[src/rtl/utmi_tx_pkg.sv]
package utmi_tx_pkg;

   typedef enum logic [1:0] {
      OPM_NORMAL  = 2'b00,
      OPM_NODRIVE = 2'b01,
      OPM_RAW     = 2'b10,
      OPM_RSVD    = 2'b11
   } opmode_e;

   typedef enum logic [1:0] {
      SPD_HIGH    = 2'b00,
      SPD_FULL    = 2'b01,
      SPD_LOW     = 2'b10,
      SPD_LOWFAST = 2'b11
   } speed_e;

   typedef struct packed {
      logic [1:0] opmode;
      logic [1:0] speed;
      logic       term;
   } utmi_mode_t;

   typedef enum logic [1:0] {
      TXS_IDLE = 2'b00,
      TXS_SEND = 2'b01,
      TXS_GAP  = 2'b10
   } tx_state_e;

endpackage

[src/rtl/utmi_tx_startup.sv]
module utmi_tx_startup #(
   parameter int unsigned START_WAIT = 5
) (
   input  logic clk,
   input  logic rst,
   output logic start_done
);
   localparam int unsigned CNT_W = $clog2(START_WAIT + 1);
   localparam logic [CNT_W-1:0] CNT_END = CNT_W'(START_WAIT);

   logic [CNT_W-1:0] edge_cnt;

   always_ff @(posedge clk or posedge rst) begin
      if (rst) begin
         edge_cnt <= '0;
      end else if (edge_cnt != CNT_END) begin
         edge_cnt <= edge_cnt + 1'b1;
      end
   end

   assign start_done = (edge_cnt == CNT_END);


   start_hold_chk: assert property (@(posedge clk) disable iff (rst)
      start_done |=> start_done);

endmodule

[src/rtl/utmi_tx_mode_ctl.sv]
module utmi_tx_mode_ctl
   import utmi_tx_pkg::*;
#(
   parameter utmi_mode_t RESET_MODE = '{opmode: 2'b00, speed: 2'b01, term: 1'b1}
) (
   input  logic       clk,
   input  logic       rst,
   input  logic       req_valid,
   input  utmi_mode_t req_mode,
   input  logic       apply,
   output logic       pending,
   output utmi_mode_t mode_q
);
   logic       req_ok;
   utmi_mode_t held_q;

   assign req_ok = req_valid && (req_mode.opmode != OPM_RSVD);

   always_ff @(posedge clk or posedge rst) begin
      if (rst) begin
         pending <= 1'b0;
         held_q  <= RESET_MODE;
      end else if (req_ok) begin
         pending <= 1'b1;
         held_q  <= req_mode;
      end else if (apply) begin
         pending <= 1'b0;
      end
   end

   always_ff @(posedge clk or posedge rst) begin
      if (rst) begin
         mode_q <= RESET_MODE;
      end else if (apply) begin
         mode_q <= held_q;
      end
   end


   no_rsvd_out_chk: assert property (@(posedge clk) disable iff (rst)
      mode_q.opmode != OPM_RSVD);


   rsvd_drop_chk: assert property (@(posedge clk) disable iff (rst)
      (req_valid && req_mode.opmode == OPM_RSVD && !pending) |=> !pending);


   held_mode_chk: assert property (@(posedge clk) disable iff (rst)
      !apply |=> $stable(mode_q));

endmodule

[src/rtl/utmi_tx_ctrl.sv]
module utmi_tx_ctrl
   import utmi_tx_pkg::*;
#(
   parameter int unsigned DATA_W     = 8,
   parameter int unsigned GAP_CYCLES = 1
) (
   input  logic              clk,
   input  logic              rst,
   input  logic              start_done,
   input  logic              mode_pending,
   input  logic [DATA_W-1:0] s_data,
   input  logic              s_valid,
   input  logic              s_last,
   input  logic              txready,
   output logic              s_ready,
   output logic              apply,
   output logic [DATA_W-1:0] data_q,
   output logic              txv_q,
   output logic              underrun_q
);
   tx_state_e state_q;
   logic      last_q;
   logic      gap_done;

   generate
      if (GAP_CYCLES == 1) begin : g_gap_single
         assign gap_done = 1'b1;
      end else begin : g_gap_count
         localparam int unsigned GW = $clog2(GAP_CYCLES);
         localparam logic [GW-1:0] GAP_END = GW'(GAP_CYCLES - 1);
         logic [GW-1:0] gap_cnt;
         always_ff @(posedge clk or posedge rst) begin
            if (rst) begin
               gap_cnt <= '0;
            end else if (state_q != TXS_GAP) begin
               gap_cnt <= '0;
            end else if (gap_cnt != GAP_END) begin
               gap_cnt <= gap_cnt + 1'b1;
            end
         end
         assign gap_done = (gap_cnt == GAP_END);
      end
   endgenerate

   logic idle_take;
   logic send_take;

   assign apply     = (state_q == TXS_IDLE) && mode_pending;
   assign idle_take = (state_q == TXS_IDLE) && start_done && !mode_pending;
   assign send_take = (state_q == TXS_SEND) && txready && !last_q;
   assign s_ready   = idle_take || send_take;

   always_ff @(posedge clk or posedge rst) begin
      if (rst) begin
         state_q    <= TXS_IDLE;
         data_q     <= '0;
         last_q     <= 1'b0;
         txv_q      <= 1'b0;
         underrun_q <= 1'b0;
      end else begin
         underrun_q <= 1'b0;
         unique case (state_q)
            TXS_IDLE: begin
               if (idle_take && s_valid) begin
                  data_q  <= s_data;
                  last_q  <= s_last;
                  txv_q   <= 1'b1;
                  state_q <= TXS_SEND;
               end
            end
            TXS_SEND: begin
               if (txready) begin
                  if (last_q) begin
                     txv_q   <= 1'b0;
                     state_q <= TXS_GAP;
                  end else if (s_valid) begin
                     data_q <= s_data;
                     last_q <= s_last;
                  end else begin
                     txv_q      <= 1'b0;
                     underrun_q <= 1'b1;
                     state_q    <= TXS_GAP;
                  end
               end
            end
            TXS_GAP: begin
               if (gap_done) begin
                  state_q <= TXS_IDLE;
               end
            end
            default: state_q <= TXS_IDLE;
         endcase
      end
   end


   hold_byte_chk: assert property (@(posedge clk) disable iff (rst)
      (txv_q && !txready) |=> (txv_q && $stable(data_q)));


   close_after_last_chk: assert property (@(posedge clk) disable iff (rst)
      (txv_q && txready && last_q) |=> !txv_q);


   min_gap_chk: assert property (@(posedge clk) disable iff (rst)
      $fell(txv_q) |=> !txv_q);


   underrun_close_chk: assert property (@(posedge clk) disable iff (rst)
      underrun_q |-> !txv_q);


   underrun_pulse_chk: assert property (@(posedge clk) disable iff (rst)
      underrun_q |=> !underrun_q);


   no_early_open_chk: assert property (@(posedge clk) disable iff (rst)
      (!txv_q && !start_done) |=> !txv_q);

endmodule

[src/rtl/utmi_tx_link.sv]
module utmi_tx_link
   import utmi_tx_pkg::*;
#(
   parameter int unsigned DATA_W     = 8,
   parameter int unsigned START_WAIT = 5,
   parameter int unsigned GAP_CYCLES = 1,
   parameter logic [1:0]  RST_OPMODE = 2'b00,
   parameter logic [1:0]  RST_SPEED  = 2'b01,
   parameter logic        RST_TERM   = 1'b1
) (
   input  logic              clk,
   input  logic              rst,
   input  logic [DATA_W-1:0] s_data,
   input  logic              s_valid,
   input  logic              s_last,
   output logic              s_ready,
   input  logic              mode_req_valid,
   input  logic [1:0]        mode_req_opmode,
   input  logic [1:0]        mode_req_speed,
   input  logic              mode_req_term,
   output logic [DATA_W-1:0] utmi_data,
   output logic              utmi_txvalid,
   input  logic              utmi_txready,
   output logic [1:0]        utmi_opmode,
   output logic [1:0]        utmi_xcvrsel,
   output logic              utmi_termsel,
   output logic              tx_underrun
);
   localparam utmi_mode_t RESET_MODE = '{opmode: RST_OPMODE, speed: RST_SPEED, term: RST_TERM};

   generate
      if (DATA_W != 8 && DATA_W != 16) begin : g_bad_width
         $error("utmi_tx_link: DATA_W must be 8 or 16");
      end
      if (START_WAIT < 5) begin : g_bad_wait
         $error("utmi_tx_link: START_WAIT must be at least 5");
      end
      if (GAP_CYCLES < 1) begin : g_bad_gap
         $error("utmi_tx_link: GAP_CYCLES must be at least 1");
      end
      if (RST_OPMODE == 2'b11) begin : g_bad_opmode
         $error("utmi_tx_link: reserved operating mode as reset value");
      end
   endgenerate

   logic       start_done;
   logic       mode_pending;
   logic       mode_apply;
   utmi_mode_t req_mode;
   utmi_mode_t cur_mode;

   assign req_mode = '{opmode: mode_req_opmode, speed: mode_req_speed, term: mode_req_term};

   utmi_tx_startup #(
      .START_WAIT(START_WAIT)
   ) u_startup (
      .clk        (clk),
      .rst        (rst),
      .start_done (start_done)
   );

   utmi_tx_mode_ctl #(
      .RESET_MODE(RESET_MODE)
   ) u_mode (
      .clk       (clk),
      .rst       (rst),
      .req_valid (mode_req_valid),
      .req_mode  (req_mode),
      .apply     (mode_apply),
      .pending   (mode_pending),
      .mode_q    (cur_mode)
   );

   utmi_tx_ctrl #(
      .DATA_W     (DATA_W),
      .GAP_CYCLES (GAP_CYCLES)
   ) u_ctrl (
      .clk          (clk),
      .rst          (rst),
      .start_done   (start_done),
      .mode_pending (mode_pending),
      .s_data       (s_data),
      .s_valid      (s_valid),
      .s_last       (s_last),
      .txready      (utmi_txready),
      .s_ready      (s_ready),
      .apply        (mode_apply),
      .data_q       (utmi_data),
      .txv_q        (utmi_txvalid),
      .underrun_q   (tx_underrun)
   );

   assign utmi_opmode  = cur_mode.opmode;
   assign utmi_xcvrsel = cur_mode.speed;
   assign utmi_termsel = cur_mode.term;


   mode_edge_chk: assert property (@(posedge clk) disable iff (rst)
      ($rose(utmi_txvalid) || $fell(utmi_txvalid)) |->
         ($stable(utmi_opmode) && $stable(utmi_xcvrsel) && $stable(utmi_termsel)));


   mode_busy_chk: assert property (@(posedge clk) disable iff (rst)
      utmi_txvalid |=> ($stable(utmi_opmode) && $stable(utmi_xcvrsel) && $stable(utmi_termsel)));

endmodule

[config.mk]
export PLATFORM = sky130hd
export DESIGN_NAME = utmi_tx_link
export DESIGN_NICKNAME = d
export VERILOG_FILES = /design/src/rtl/utmi_tx_pkg.sv /design/src/rtl/utmi_tx_startup.sv /design/src/rtl/utmi_tx_mode_ctl.sv /design/src/rtl/utmi_tx_ctrl.sv /design/src/rtl/utmi_tx_link.sv
export SDC_FILE = /design/constraint.sdc
export NUM_CORES = 1
export LEC_CHECK = 0
export ABC_AREA = 1
export ABC_CLOCK_PERIOD_IN_PS = 1500
export BUFFER_PORTS_ARGS = -buffer_cell sky130_fd_sc_hd__buf_2
export CORE_UTILIZATION = 45
export DETAILED_ROUTE_END_ITERATION = 16
export PLACE_DENSITY = 0.75
export RECOVER_POWER = 100
export SLEW_MARGIN = 0
export SYNTH_ARGS = -nofsm -noshare
export SYNTH_HDL_FRONTEND = slang
export SYNTH_HIERARCHICAL = 1
export SYNTH_SLANG_ARGS = --single-unit
[constraint.sdc]
create_clock -name clk -period 1.5 [get_ports clk]
set_input_delay 0.3 -clock clk [delete_from_list [all_inputs] [get_ports clk]]
set_output_delay 0.3 -clock clk [all_outputs]
set_load 0.01 [all_outputs]
==> results.rst, run 1 <==
.. list-table::
   :header-rows: 1

   * - Metric
     - Value
   * - Number of design rule violations left after detail routing
     - 0
   * - Final routed wire length divided by cell count
     - 12.3 microns
   * - H-tree levels
     - 1
   * - Count of yosys warnings during synthesis
     - 6
   * - Worst Min Path Start
     - s_valid
   * - Die area
     - 2960 sq um
   * - R2R Path Start
     - u_startup/edge_cnt[1]
   * - Area Growth Syn to Fin
     - 26.0%
   * - Total overflow reported by the global router
     - 0
   * - Fraction of synthesized cell area taken by the top area cell type
     - 0.466
   * - Layout cells sized above 1
     - 0.341
   * - CTS Buf Count
     - 3
   * - Area of the mapped netlist
     - 1240 sq um
   * - Post-route clock period utilization
     - 1.11
   * - Clock tree from TritonCTS
     - built
   * - Violated checks
     - negative setup slack
   * - Maximum operating frequency
     - 599 MHz
   * - Ranking of synthesized cells by area
     - sky130_fd_sc_hd__dfrtp_1 47%, sky130_fd_sc_hd__nand2_1 14%, sky130_fd_sc_hd__dfstp_2 8.5%
   * - Routed via count
     - 1,075
   * - Clock transition at the register clock pins on the worst setup and hold paths after CTS
     - 130 ps
   * - Core area
     - 2540 sq um
   * - Pre-antenna DRT Iters
     - 4
   * - Leakage power
     - 0.852 nW
   * - Vert. Die Dim
     - 54.4 microns
   * - Worst-margin pin slew
     - 501 ps
   * - Worst hold margin
     - 166 ps
   * - Total detailed-routing wirelength
     - 2650 microns
   * - Final hold violation count
     - 0
   * - Vias in the first global route
     - 991
   * - Number of violations reported at the end of detailed-routing iteration 0
     - 37
   * - Initial antenna violation count
     - 0
   * - Tmin final
     - 1670 ps
   * - Reg area
     - 683 sq um
   * - Mean post-synth cell area
     - 8.89 sq um
   * - Number of buffers inserted by port buffering
     - 34
   * - Most used flip-flop cell after synthesis
     - sky130_fd_sc_hd__dfrtp_1
   * - Classification of the worst setup path
     - reg2out
   * - Setup crit start kind
     - flop
   * - Pin count of the biggest net entering global routing
     - 15
   * - Path category of the worst min-delay check
     - in2reg
   * - Number of diodes added for antenna fixing
     - 0
   * - Max cap viols
     - 0
   * - DP HPWL
     - 1830 microns
   * - Clock root buffer master
     - sky130_fd_sc_hd__clkbuf_4
   * - Number of sinks on the clock net
     - 27
   * - Register bit total from synthesis
     - 27
   * - Clk_skew
     - 9.29 ps
   * - Die boundary width
     - 54.4 microns
   * - Post-detailed-route count of antenna-violating nets
     - 0
   * - Overall routing resource usage
     - 0.194
   * - Setup crit end kind
     - output port
   * - Number of nets in the layout
     - 207
   * - Number of enable flip-flop cells after synthesis
     - 0
   * - Filler instances
     - 226
   * - Final setup TNS
     - -479 ps
   * - Vias per cell
     - 5.00
   * - Async set or reset register ratio after synthesis
     - 1.00
   * - Arrival time of data at the critical path endpoint
     - 1370 ps
   * - Row count
     - 18
   * - Power density over the cells
     - 1750 nW/um^2
   * - Outcome
     - finished, violations left
   * - Instance count of the mapped netlist
     - 139
   * - Critical Path Start
     - u_startup/edge_cnt[1]
   * - Post-synth top area cell
     - sky130_fd_sc_hd__dfrtp_1
   * - Count of distinct cell types in the synthesized netlist
     - 18
   * - Rel. slew slack
     - 0.666
   * - Final Setup Violations
     - 12
   * - Maximum vdd drop
     - 0.921 mV
   * - Synth top cells by count
     - 47 x sky130_fd_sc_hd__nand2_1, 23 x sky130_fd_sc_hd__dfrtp_1, 19 x sky130_fd_sc_hd__inv_1, 13 x sky130_fd_sc_hd__nand3_1, 9 x sky130_fd_sc_hd__nand4_1
   * - Count of pins over their slew limit
     - 0
   * - Maximum fanout count along the critical path
     - 2
   * - Top-count cell post-synth
     - sky130_fd_sc_hd__nand2_1
   * - Final weighted congestion in routability-driven placement
     - 0.800
   * - Net count after synthesis
     - 160
   * - RSZ-0062 raised after global routing
     - true
   * - Initial Utilization
     - 0.486
   * - Sequential cell area fraction in the yosys report
     - 0.551
   * - Longest Clk Path Bufs
     - 2
   * - Minimum setup slack in the final design
     - -169 ps
   * - Clock latency of the later-clocked register in the worst-skew pair
     - 320 ps
   * - Top Ports
     - 35
   * - Wire length of the first global-routing pass
     - 4070 microns
   * - CP Data Required Time
     - 1200 ps
   * - Total area of multi-input combinational cells
     - 487 sq um
-- worst paths after layout --
| check | depth (start not counted) | endpoint | slack (ps) |
|---|---|---|---|
| max | 7 | s_ready | -170 |
| min | 2 | u_ctrl/underrun_q | 170 |
| max reg2reg | 10 | u_ctrl/last_q | -100 |
| min reg2reg | 2 | u_mode/held_q[1] | 480 |
| max in group asynchronous | 3 | u_ctrl/state_q[0] | 590 |
| min in group asynchronous | 3 | u_startup/edge_cnt[1] | 390 |
-- worst max-delay path, stage by stage, from the launching register on --
cell and delay [ps]:
sky130_fd_sc_hd__dfrtp_1 430, sky130_fd_sc_hd__inv_2 80, sky130_fd_sc_hd__ha_4 140, sky130_fd_sc_hd__nand2_4 50, sky130_fd_sc_hd__inv_4 60, sky130_fd_sc_hd__nand3_2 70
sky130_fd_sc_hd__o21ai_1 80, sky130_fd_sc_hd__buf_2 140
-- metal layers --
layer | global-route usage | up-vias | wire length (microns)
met2 | 0.341 | 41 | 1330
li1 | - | 534 | -
met3 | 0.0333 | 4 | 147
met1 | 0.223 | 496 | 1140
met4 | 0.103 | 0 | 31
met5 | 0 | - | 0
-- state kept, by name (all words and copies together) (netlist names), 2 cells and up --
| register | cells |
|---|---|
| u_ctrl/data_q | 8 |
| u_mode/held_q | 5 |
| u_mode/mode_q | 5 |
| u_startup/edge_cnt | 3 |
| u_ctrl/state_q | 2 |
-- cell families after synthesis --
group	after synthesis	synth area share
compound gates	9	0.0547
flops	27	0.551
buf+inv	22	0.0759
simple gates	79	0.299
fa+ha+maj	2	0.0202
-- metrics by stage --
stage	setup slack [ps]	util	total power [mW]	instance area, sq um	cells
CTS	-133	0.606	2.74	1540	213
global route	-248	0.612	2.96	1560	215
detailed placement	-46.1	0.563	2.35	1430	202
finish	-169	0.612	2.73	1560	215
global placement	69.8	0.563	2.30	1430	202
floorplan	154	-	2.00	1240	139
-- cell type report --
| class | count | area share |
|---|---|---|
| Multi-Input combinational cell | 90 | 0.312 |
| Inverter | 20 | 0.0498 |
| Tap cell | 30 | 0.0241 |
| Clock buffer | 4 | 0.0169 |
| Timing Repair Buffer | 44 | 0.158 |
| Sequential cell | 27 | 0.439 |
-- where the power goes --
group	leakage (nW)	switching, mW	internal (mW)	total (mW)
clock network	0.0150	0.206	0.104	0.310
logic	0.522	0.768	0.483	1.25
registers	0.316	0.164	1.00	1.17
-- cell usage in the layout (no fill, tap or decap), types with 3 or more instances in the layout --
cell type                  count
sky130_fd_sc_hd__o21ai_0       6
sky130_fd_sc_hd__buf_4         9
sky130_fd_sc_hd__inv_1        17
sky130_fd_sc_hd__clkbuf_4      3
sky130_fd_sc_hd__nand2_2       3
sky130_fd_sc_hd__buf_2        33
sky130_fd_sc_hd__nand2_1      47
sky130_fd_sc_hd__nand4_1       9
sky130_fd_sc_hd__dfrtp_1      21
sky130_fd_sc_hd__nand3_1      12
-- what timing repair did --
| item | 4_1_cts | 5_1_grt |
|---|---|---|
| hold endpoints to repair | 10 | 0 |
| pin swaps | 1 | 0 |
| setup endpoints to repair | 10 | 12 |
| setup buffers | 6 | 2 |
| resized for setup | 10 | 1 |
| hold buffers | 1 | 0 |
(Power assumes the default switching activity.)
==> run 2, diff against run 1 <==
--- a/config.mk
+++ b/config.mk
@@ -15,5 +15,4 @@
 export SLEW_MARGIN = 0
 export SYNTH_ARGS = -nofsm -noshare
 export SYNTH_HDL_FRONTEND = slang
-export SYNTH_HIERARCHICAL = 1
 export SYNTH_SLANG_ARGS = --single-unit
==> results.rst, run 2 <==
.. list-table::
   :header-rows: 1

   * - Metric
     - Value
   * - Outcome
     - finished, violations left (unchanged)
   * - Violated checks
     - negative setup slack (unchanged)
   * - H-tree levels
     - 1 (unchanged)
   * - Area of the mapped netlist
     - 1210 sq um (was 1240 sq um)
   * - Register bit total from synthesis
     - 27 (unchanged)
   * - Number of diodes added for antenna fixing
     - 0 (unchanged)
   * - Initial antenna violation count
     - 0 (unchanged)
   * - Count of distinct cell types in the synthesized netlist
     - 25 (was 18)
   * - Setup crit end kind
     - output port (unchanged)
   * - Clock latency of the later-clocked register in the worst-skew pair
     - 320 ps (about the same)
   * - R2R Path Start
     - u_startup.edge_cnt[1] (was u_startup/edge_cnt[1])
   * - Vias in the first global route
     - 795 (was 991)
   * - Critical Path Start
     - u_startup.edge_cnt[1] (was u_startup/edge_cnt[1])
   * - Setup crit start kind
     - flop (unchanged)
   * - Maximum vdd drop
     - 1.17 mV (was 0.921 mV)
   * - Number of sinks on the clock net
     - 27 (unchanged)
   * - Row count
     - 18 (unchanged)
   * - Vias per cell
     - 4.85 (was 5.00)
   * - Wire length of the first global-routing pass
     - 3330 microns (was 4070 microns)
   * - Post-synth top area cell
     - sky130_fd_sc_hd__dfrtp_1 (unchanged)
   * - Filler instances
     - 220 (was 226)
   * - Max FFs per register
     - 8 (unchanged)
   * - Post-route clock period utilization
     - 1.11 (about the same)
   * - Number of buffers inserted by port buffering
     - 34 (unchanged)
   * - CP Data Required Time
     - 1200 ps (about the same)
   * - Initial Utilization
     - 0.484 (was 0.486)
   * - CTS Buf Count
     - 3 (unchanged)
   * - Count of pins over their slew limit
     - 0 (unchanged)
   * - Most common cell after layout, fill and taps aside
     - sky130_fd_sc_hd__nand2_1 (unchanged)
   * - Pre-antenna DRT Iters
     - 4 (unchanged)
   * - Final hold violation count
     - 0 (unchanged)
   * - Mean post-synth cell area
     - 9.61 sq um (was 8.89 sq um)
   * - Sequential cell area fraction in the yosys report
     - 0.562 (was 0.551)
   * - Largest registers
     - u_ctrl.data_q x8, u_mode.held_q x5, u_mode.mode_q x5 (was u_ctrl/data_q x8, u_mode/held_q x5, u_mode/mode_q x5)
   * - RSZ-0062 raised after global routing
     - true (unchanged)
   * - Hold-fix buffer count after cts
     - 0 (was 1)
   * - Layout cells sized above 1
     - 0.392 (was 0.341)
   * - Die area
     - 2900 sq um (was 2960 sq um)
   * - Top Ports
     - 35 (unchanged)
   * - Number of cells in the finished layout apart from fillers
     - 201 (was 215)
   * - Clock tree from TritonCTS
     - built (unchanged)
   * - Leakage power
     - 0.814 nW (was 0.852 nW)
   * - Number of violations reported at the end of detailed-routing iteration 0
     - 27 (was 37)
   * - Synth top cells by count
     - 39 x sky130_fd_sc_hd__nand2_1, 23 x sky130_fd_sc_hd__dfrtp_1, 14 x sky130_fd_sc_hd__inv_1, 10 x sky130_fd_sc_hd__nand4_1, 8 x sky130_fd_sc_hd__o21ai_0 (was 47 x sky130_fd_sc_hd__nand2_1, 23 x sky130_fd_sc_hd__dfrtp_1, 19 x sky130_fd_sc_hd__inv_1, 13 x sky130_fd_sc_hd__nand3_1, 9 x sky130_fd_sc_hd__nand4_1)
   * - Total detailed-routing wirelength
     - 2190 microns (was 2650 microns)
   * - Worst hold margin
     - 110 ps (was 166 ps)
   * - Ranking of synthesized cells by area
     - sky130_fd_sc_hd__dfrtp_1 48%, sky130_fd_sc_hd__nand2_1 12%, sky130_fd_sc_hd__dfstp_2 8.7% (was sky130_fd_sc_hd__dfrtp_1 47%, sky130_fd_sc_hd__nand2_1 14%, sky130_fd_sc_hd__dfstp_2 8.5%)
   * - Fraction of synthesized cell area taken by the top area cell type
     - 0.475 (was 0.466)
   * - Power density over the cells
     - 1760 nW/um^2 (was 1750 nW/um^2)
   * - Maximum operating frequency
     - 601 MHz (was 599 MHz)
   * - Rel. slew slack
     - 0.579 (was 0.666)
   * - Number of design rule violations left after detail routing
     - 0 (unchanged)
   * - Path category of the worst min-delay check
     - in2async (was in2reg)
   * - Classification of the worst setup path
     - reg2out (unchanged)
   * - Tmin final
     - 1660 ps (was 1670 ps)
   * - Arrival time of data at the critical path endpoint
     - 1360 ps (was 1370 ps)
   * - Async set or reset register ratio after synthesis
     - 1.00 (unchanged)
   * - Count of yosys warnings during synthesis
     - 0 (was 6)
   * - Most frequent cells in the layout
     - 38 x sky130_fd_sc_hd__nand2_1, 34 x sky130_fd_sc_hd__buf_2, 21 x sky130_fd_sc_hd__dfrtp_1 (was 47 x sky130_fd_sc_hd__nand2_1, 33 x sky130_fd_sc_hd__buf_2, 21 x sky130_fd_sc_hd__dfrtp_1)
   * - Max cap viols
     - 0 (unchanged)
   * - Largest Register
     - u_ctrl.data_q (was u_ctrl/data_q)
   * - Final weighted congestion in routability-driven placement
     - 0.823 (was 0.800)
   * - Top-count cell post-synth
     - sky130_fd_sc_hd__nand2_1 (unchanged)
   * - Minimum setup slack in the final design
     - -164 ps (was -169 ps)
   * - Longest Clk Path Bufs
     - 2 (unchanged)
   * - Clk_skew
     - 8.50 ps (was 9.29 ps)
   * - Maximum fanout count along the critical path
     - 4 (was 2)
   * - Most used flip-flop cell after synthesis
     - sky130_fd_sc_hd__dfrtp_1 (unchanged)
   * - Die boundary width
     - 53.9 microns (was 54.4 microns)
   * - Instance count of the mapped netlist
     - 126 (was 139)
   * - Number of nets in the layout
     - 193 (was 207)
   * - Final Setup Violations
     - 6 (was 12)
   * - Clock transition at the register clock pins on the worst setup and hold paths after CTS
     - 140 ps (was 130 ps)
   * - Placed cell count
     - 191 (was 202)
   * - Pin count of the biggest net entering global routing
     - 28 (was 15)
   * - Worst-margin pin slew
     - 632 ps (was 501 ps)
   * - Total overflow reported by the global router
     - 0 (unchanged)
   * - Final routed wire length divided by cell count
     - 10.9 microns (was 12.3 microns)
   * - Routed via count
     - 974 (was 1,075)
   * - Clock root buffer master
     - sky130_fd_sc_hd__clkbuf_4 (unchanged)
   * - DP HPWL
     - 1620 microns (was 1830 microns)
   * - Net count after synthesis
     - 147 (was 160)
   * - Core area
     - 2500 sq um (was 2540 sq um)
   * - Final total power
     - 2.67 mW (was 2.73 mW)
   * - Overall routing resource usage
     - 0.163 (was 0.194)
   * - Post-detailed-route count of antenna-violating nets
     - 0 (unchanged)
   * - Vert. Die Dim
     - 53.9 microns (was 54.4 microns)
   * - Number of enable flip-flop cells after synthesis
     - 0 (unchanged)
   * - Area Growth Syn to Fin
     - 25.2% (was 26.0%)
-- run 2: cell types whose count changed after synthesis, moves of 2 or more --
| cell | before | now |
|---|---|---|
| sky130_fd_sc_hd__nand3_1 | 13 | 3 |
| sky130_fd_sc_hd__nand2_1 | 47 | 39 |
| sky130_fd_sc_hd__inv_1 | 19 | 14 |
| sky130_fd_sc_hd__a21oi_1 | 0 | 3 |
| sky130_fd_sc_hd__buf_6 | 0 | 2 |
| sky130_fd_sc_hd__nand2_2 | 4 | 2 |
| sky130_fd_sc_hd__nor3_1 | 2 | 0 |
-- run 2: path summary, 6_finish.rpt --
path	slack [ps]	endpoint	depth (start not counted)
setup / recovery	-160	s_ready	7
setup reg to reg	-20	u_ctrl.data_q[7]	10
hold reg to reg	490	u_ctrl.data_q[1]	2
hold / removal	110	u_mode.mode_q[2]	3
max in group asynchronous	940	u_ctrl.state_q[1]	3
min in group clk	190	u_mode.held_q[1]	3
-- run 2: layout make-up --
cell class,instances,area (sq um),area share
Clock buffer,3,22.5,0.0149
Clock inverter,1,5.00,0.00330
Inverter,15,58.8,0.0388
Multi-Input combinational cell,81,470,0.310
Sequential cell,27,683,0.450
Tap cell,30,37.5,0.0248
Timing Repair Buffer,44,239,0.158
-- run 2: cell families (layout without fill, tap and decap cells) --
logic type / count (synthesis) / count (layout) / share of synthesized area
AND/OR/NAND/NOR: 63 / 63 / 0.264
flip-flops: 27 / 27 / 0.562
buffers and inverters: 18 / 63 / 0.0682
AO/OA/AOI/OAI: 14 / 14 / 0.0703
adder cells (fa/ha/maj): 2 / 2 / 0.0207
XOR/XNOR: 2 / 2 / 0.0145
-- run 2: critical path, cell delays in order, from the launching register on --
cell,delay (ps)
sky130_fd_sc_hd__dfrtp_1,400
sky130_fd_sc_hd__inv_1,60
sky130_fd_sc_hd__ha_2,160
sky130_fd_sc_hd__nand2_2,70
sky130_fd_sc_hd__inv_4,80
sky130_fd_sc_hd__nand3_4,60
sky130_fd_sc_hd__o31ai_2,60
sky130_fd_sc_hd__buf_2,160
-- run 2: per-stage QoR --
stage / instance area (sq um) / utilization / TNS (ps) / worst slack, ps
finish: 1520 / 0.607 / -234 / -164
global route: 1520 / 0.607 / -1230 / -267
CTS: 1490 / 0.596 / -197 / -197
detailed placement: 1420 / 0.569 / 0 / 8.77
global placement: 1420 / 0.569 / 0 / 51.2
floorplan: 1210 / - / 0 / 125
-- run 2: where the power goes --
group	internal, mW	switching [mW]
combinational	0.481	0.721
clock	0.0997	0.204
sequential	1.00	0.161
-- run 2: timing repair --
action / in CTS / in global routing
setup buffers: 4 / 2
cloned: 0 / 0
endpoints found under the setup margin: 7 / 8
endpoints found under the hold margin: 0 / 0
gates resized for setup: 4 / 5
-- run 2: per-layer routing --
| layer | vias to the layer above | global-route usage | part of all wire | routed length, microns |
|---|---|---|---|---|
| met2 | 19 | 0.230 | 0.48 | 1050 |
| met1 | 455 | 0.241 | 0.47 | 1030 |
| met5 | - | 0 | 0 | 0 |
| met3 | 2 | 0.0254 | 0.041 | 90 |
| li1 | 498 | - | - | - |
| met4 | 0 | 0.0789 | 0.0069 | 15 |
==> run 3, diff against run 2 <==
--- a/config.mk
+++ b/config.mk
@@ -5,12 +5,11 @@
 export SDC_FILE = /design/constraint.sdc
 export NUM_CORES = 1
 export LEC_CHECK = 0
-export ABC_AREA = 1
 export ABC_CLOCK_PERIOD_IN_PS = 1500
 export BUFFER_PORTS_ARGS = -buffer_cell sky130_fd_sc_hd__buf_2
 export CORE_UTILIZATION = 45
 export DETAILED_ROUTE_END_ITERATION = 16
-export PLACE_DENSITY = 0.75
+export PLACE_DENSITY = 0.76
 export RECOVER_POWER = 100
 export SLEW_MARGIN = 0
 export SYNTH_ARGS = -nofsm -noshare
==> results.rst, run 3 <==
.. list-table::
   :header-rows: 1

   * - Metric
     - Value
   * - Fraction of synthesized cell area taken by the top area cell type
     - 0.509 (was 0.475)
   * - Clock latency of the later-clocked register in the worst-skew pair
     - 320 ps (about the same)
   * - Placed cell count
     - 153 (was 191)
   * - Worst-margin pin slew
     - 646 ps (was 632 ps)
   * - Most frequent cells in the layout
     - 34 x sky130_fd_sc_hd__buf_2, 23 x sky130_fd_sc_hd__dfrtp_1, 16 x sky130_fd_sc_hd__mux2_2 (was 38 x sky130_fd_sc_hd__nand2_1, 34 x sky130_fd_sc_hd__buf_2, 21 x sky130_fd_sc_hd__dfrtp_1)
   * - Area of the mapped netlist
     - 1130 sq um (was 1210 sq um)
   * - Final weighted congestion in routability-driven placement
     - 0.808 (was 0.823)
   * - Total overflow reported by the global router
     - 0 (unchanged)
   * - Register bit total from synthesis
     - 27 (unchanged)
   * - Clock transition at the register clock pins on the worst setup and hold paths after CTS
     - 140 ps (about the same)
   * - Vias per cell
     - 5.11 (was 4.85)
   * - Number of violations reported at the end of detailed-routing iteration 0
     - 5 (was 27)
   * - Pre-antenna DRT Iters
     - 4 (unchanged)
   * - Pin count of the biggest net entering global routing
     - 28 (unchanged)
   * - Setup crit end kind
     - output port (unchanged)
   * - Mean post-synth cell area
     - 14.1 sq um (was 9.61 sq um)
   * - Initial Utilization
     - 0.492 (was 0.484)
   * - Gate power share
     - 0.458 (was 0.450)
   * - Cell type group with the largest total delay on the critical path
     - flip-flops (unchanged)
   * - Core area
     - 2300 sq um (was 2500 sq um)
   * - Final total power
     - 2.65 mW (was 2.67 mW)
   * - Synthesized-area fraction occupied by ao, oa, aoi and oai cells
     - 0.0763 (was 0.0702)
   * - Instance count of the mapped netlist
     - 80 (was 126)
   * - Multiplexer share of the synthesized area
     - 0.179 (was 0)
   * - Layout cells sized above 1
     - 0.609 (was 0.392)
   * - Cell with the largest stage delay on the worst path
     - sky130_fd_sc_hd__dfrtp_1 (unchanged)
   * - Count of distinct cell types in the synthesized netlist
     - 24 (was 25)
   * - Internal portion of total power
     - 1.81 mW (was 1.58 mW)
   * - Maximum vdd drop
     - 1.33 mV (was 1.17 mV)
   * - Synth Area in Simple Gates
     - 0.106 (was 0.264)
   * - Post-synth top area cell
     - sky130_fd_sc_hd__dfrtp_1 (unchanged)
   * - Number of nets in the layout
     - 160 (was 193)
   * - Rel. slew slack
     - 0.569 (was 0.579)
   * - Vias in the first global route
     - 888 (was 795)
   * - RSZ-0062 raised after global routing
     - true (unchanged)
   * - Net switching power
     - 844 uW (was 1.09 mW)
   * - CP Data Required Time
     - 1200 ps (about the same)
   * - Number of enable flip-flop cells after synthesis
     - 0 (unchanged)
   * - Wire length of the first global-routing pass
     - 3680 microns (was 3330 microns)
   * - Setup WS pre-CTS
     - -69.8 ps (was 8.77 ps)
   * - Worst Path Buf+Inv
     - 2 (was 3)
   * - Arrival time of data at the critical path endpoint
     - 1390 ps (was 1360 ps)
   * - Async set or reset register ratio after synthesis
     - 1.00 (unchanged)
   * - Combinational family with the most area after synthesis
     - multiplexers (was simple AND/OR/NAND/NOR gates)
   * - Adder-cell share of the synthesized area
     - 0.0221 (was 0.0207)
   * - Worst path depth
     - 4 (was 7)
   * - Largest Register
     - u_ctrl.data_q (unchanged)
   * - Die boundary width
     - 52.1 microns (was 53.9 microns)
   * - Clock root buffer master
     - sky130_fd_sc_hd__clkbuf_4 (unchanged)
   * - Final routed wire length divided by cell count
     - 13.7 microns (was 10.9 microns)
   * - Synth top cells by count
     - 23 x sky130_fd_sc_hd__dfrtp_1, 18 x sky130_fd_sc_hd__mux2_2, 6 x sky130_fd_sc_hd__nor2_1, 4 x sky130_fd_sc_hd__dfstp_2, 4 x sky130_fd_sc_hd__nand2b_1 (was 39 x sky130_fd_sc_hd__nand2_1, 23 x sky130_fd_sc_hd__dfrtp_1, 14 x sky130_fd_sc_hd__inv_1, 10 x sky130_fd_sc_hd__nand4_1, 8 x sky130_fd_sc_hd__o21ai_0)
   * - Count of yosys warnings during synthesis
     - 0 (unchanged)
   * - Clock group share of total power
     - 0.115 (was 0.114)
   * - Biggest cell delay along the critical path
     - 460 ps (was 400 ps)
   * - Row count
     - 17 (was 18)
   * - Number of buffers inserted by port buffering
     - 34 (unchanged)
   * - Power density over the cells
     - 1710 nW/um^2 (was 1760 nW/um^2)
   * - Die area
     - 2720 sq um (was 2900 sq um)
   * - Number of sinks on the clock net
     - 27 (unchanged)
   * - Post-synthesis share of cell area spent on xor and xnor gates
     - 0.00774 (was 0.0145)
   * - Number of diodes added for antenna fixing
     - 0 (unchanged)
   * - Tmin final
     - 1690 ps (was 1660 ps)
   * - Post-detailed-route count of antenna-violating nets
     - 0 (unchanged)
   * - Number of design rule violations left after detail routing
     - 0 (unchanged)
   * - Overall routing resource usage
     - 0.196 (was 0.163)
   * - Reg area
     - 681 sq um (was 683 sq um)
   * - Vert. Die Dim
     - 52.1 microns (was 53.9 microns)
   * - Final Setup Violations
     - 9 (was 6)
   * - Maximum fanout count along the critical path
     - 5 (was 4)
   * - Longest Clk Path Bufs
     - 2 (unchanged)
   * - Worst hold margin
     - 172 ps (was 110 ps)
   * - Clk_skew
     - 3.32 ps (was 8.50 ps)
   * - Maximum operating frequency
     - 593 MHz (was 601 MHz)
   * - Leakage power
     - 0.734 nW (was 0.814 nW)
   * - Net count after synthesis
     - 101 (was 147)
   * - Post-route clock period utilization
     - 1.13 (was 1.11)
   * - Routed via count
     - 849 (was 974)
   * - Sequential share of power
     - 0.427 (was 0.436)
   * - Path category of the worst min-delay check
     - in2reg (was in2async)
   * - DP HPWL
     - 1480 microns (was 1620 microns)
   * - Ranking of synthesized cells by area
     - sky130_fd_sc_hd__dfrtp_1 51%, sky130_fd_sc_hd__mux2_2 18%, sky130_fd_sc_hd__dfstp_2 9.3% (was sky130_fd_sc_hd__dfrtp_1 48%, sky130_fd_sc_hd__nand2_1 12%, sky130_fd_sc_hd__dfstp_2 8.7%)
   * - Violated checks
     - negative setup slack (unchanged)
   * - Top-count cell post-synth
     - sky130_fd_sc_hd__dfrtp_1 (was sky130_fd_sc_hd__nand2_1)
   * - Minimum setup slack in the final design
     - -188 ps (was -164 ps)
   * - Outcome
     - finished, violations left (unchanged)
   * - H-tree levels
     - 1 (unchanged)
   * - Length in cells of the worst reg-to-reg path
     - 6 (was 10)
   * - Net Sw Frac
     - 0.318 (was 0.407)
   * - Sequential cell area fraction in the yosys report
     - 0.602 (was 0.562)
   * - Total detailed-routing wirelength
     - 2280 microns (was 2190 microns)
   * - Final hold violation count
     - 0 (unchanged)
   * - Filler instances
     - 184 (was 220)
   * - CTS Buf Count
     - 3 (unchanged)
   * - Most common cell after layout, fill and taps aside
     - sky130_fd_sc_hd__buf_2 (was sky130_fd_sc_hd__nand2_1)
   * - Setup crit start kind
     - flop (unchanged)
   * - Number of cells in the finished layout apart from fillers
     - 166 (was 201)
   * - Largest registers
     - u_ctrl.data_q x8, u_mode.held_q x5, u_mode.mode_q x5 (unchanged)
   * - Most used flip-flop cell after synthesis
     - sky130_fd_sc_hd__dfrtp_1 (unchanged)
   * - Max FFs per register
     - 8 (unchanged)
   * - Worst-path cell chain
     - nand3b_1, buf_6, o22ai_2, buf_2 (was inv_1, ha_2, nand2_2, inv_4, nand3_4, o31ai_2, buf_2)
   * - Top Ports
     - 35 (unchanged)
   * - Hold depth
     - 2
   * - Count of pins over their slew limit
     - 0 (unchanged)
   * - Area Growth Syn to Fin
     - 37.3% (was 25.2%)
   * - End-of-flow core utilization
     - 0.676 (was 0.607)
   * - Initial antenna violation count
     - 0 (unchanged)
   * - Clock tree from TritonCTS
     - built (unchanged)
   * - Classification of the worst setup path
     - reg2out (unchanged)
   * - Total area of multi-input combinational cells
     - 469 sq um (was 470 sq um)
   * - Max cap viols
     - 0 (unchanged)
run 3: final cells by class:
| type | instances | share of cell area |
|---|---|---|
| Tap cell | 28 | 0.0226 |
| Timing Repair Buffer | 54 | 0.214 |
| Clock buffer | 3 | 0.0145 |
| Multi-Input combinational cell | 51 | 0.302 |
| Clock inverter | 1 | 0.00322 |
| Inverter | 2 | 0.00483 |
| Sequential cell | 27 | 0.438 |
run 3: power by group through the flow:
stage / clock network (mW) / logic [mW] / registers [mW]
2_1_floorplan: 0 / 0.522 / 1.26
3_3_place_gp: 0 / 1.04 / 1.14
3_5_place_dp: 0 / 1.06 / 1.15
4_1_cts: 0.319 / 1.18 / 1.14
5_1_grt: 0.348 / 1.32 / 1.17
6_report: 0.305 / 1.22 / 1.13
run 3: logic make-up (layout without fill, tap and decap cells):
family                     after synthesis  count (layout)
muxes                                   18              18
AOI/OAI and AO/OA                       11              11
xor gates and xnor gates                 1               1
adders and majority gates                2               2
buffers and inverters                    2              60
and+or+nand+nor                         19              19
DFF                                     27              27
run 3: what timing repair did:
action,in CTS,in global routing
setup endpoints to repair,9,11
pin swaps,2,1
resized for setup,4,1
hold endpoints to repair,3,0
hold buffers,1,0
setup buffers,5,3
run 3: per-stage QoR:
| step | setup TNS, ps | area [sq um] |
|---|---|---|
| 2_1_floorplan | 0 | 1140 |
| 3_3_place_gp | -39.3 | 1430 |
| 3_5_place_dp | -509 | 1430 |
| 4_1_cts | -1330 | 1530 |
| 5_1_grt | -2170 | 1550 |
| 6_report | -1540 | 1550 |
run 3: path summary, 6_finish.rpt:
path	to	slack, ps	start
setup / recovery	s_ready	-190	u_ctrl.state_q[1]
hold / removal	u_ctrl.underrun_q	170	s_valid
setup reg to reg	u_ctrl.data_q[2]	-180	u_ctrl.state_q[1]
hold reg to reg	u_mode.mode_q[4]	520	u_mode.held_q[4]
max in group asynchronous	u_startup.edge_cnt[2]	420	rst
min in group asynchronous	u_mode.pending	660	rst
run 3: routing by layer:
| layer | track usage | up-vias | wire length [microns] |
|---|---|---|---|
| met5 | 0 | - | 0 |
| met2 | 0.329 | 18 | 1200 |
| met1 | 0.222 | 419 | 941 |
| li1 | - | 406 | - |
| met3 | 0.0380 | 6 | 59 |
| met4 | 0.136 | 0 | 72 |
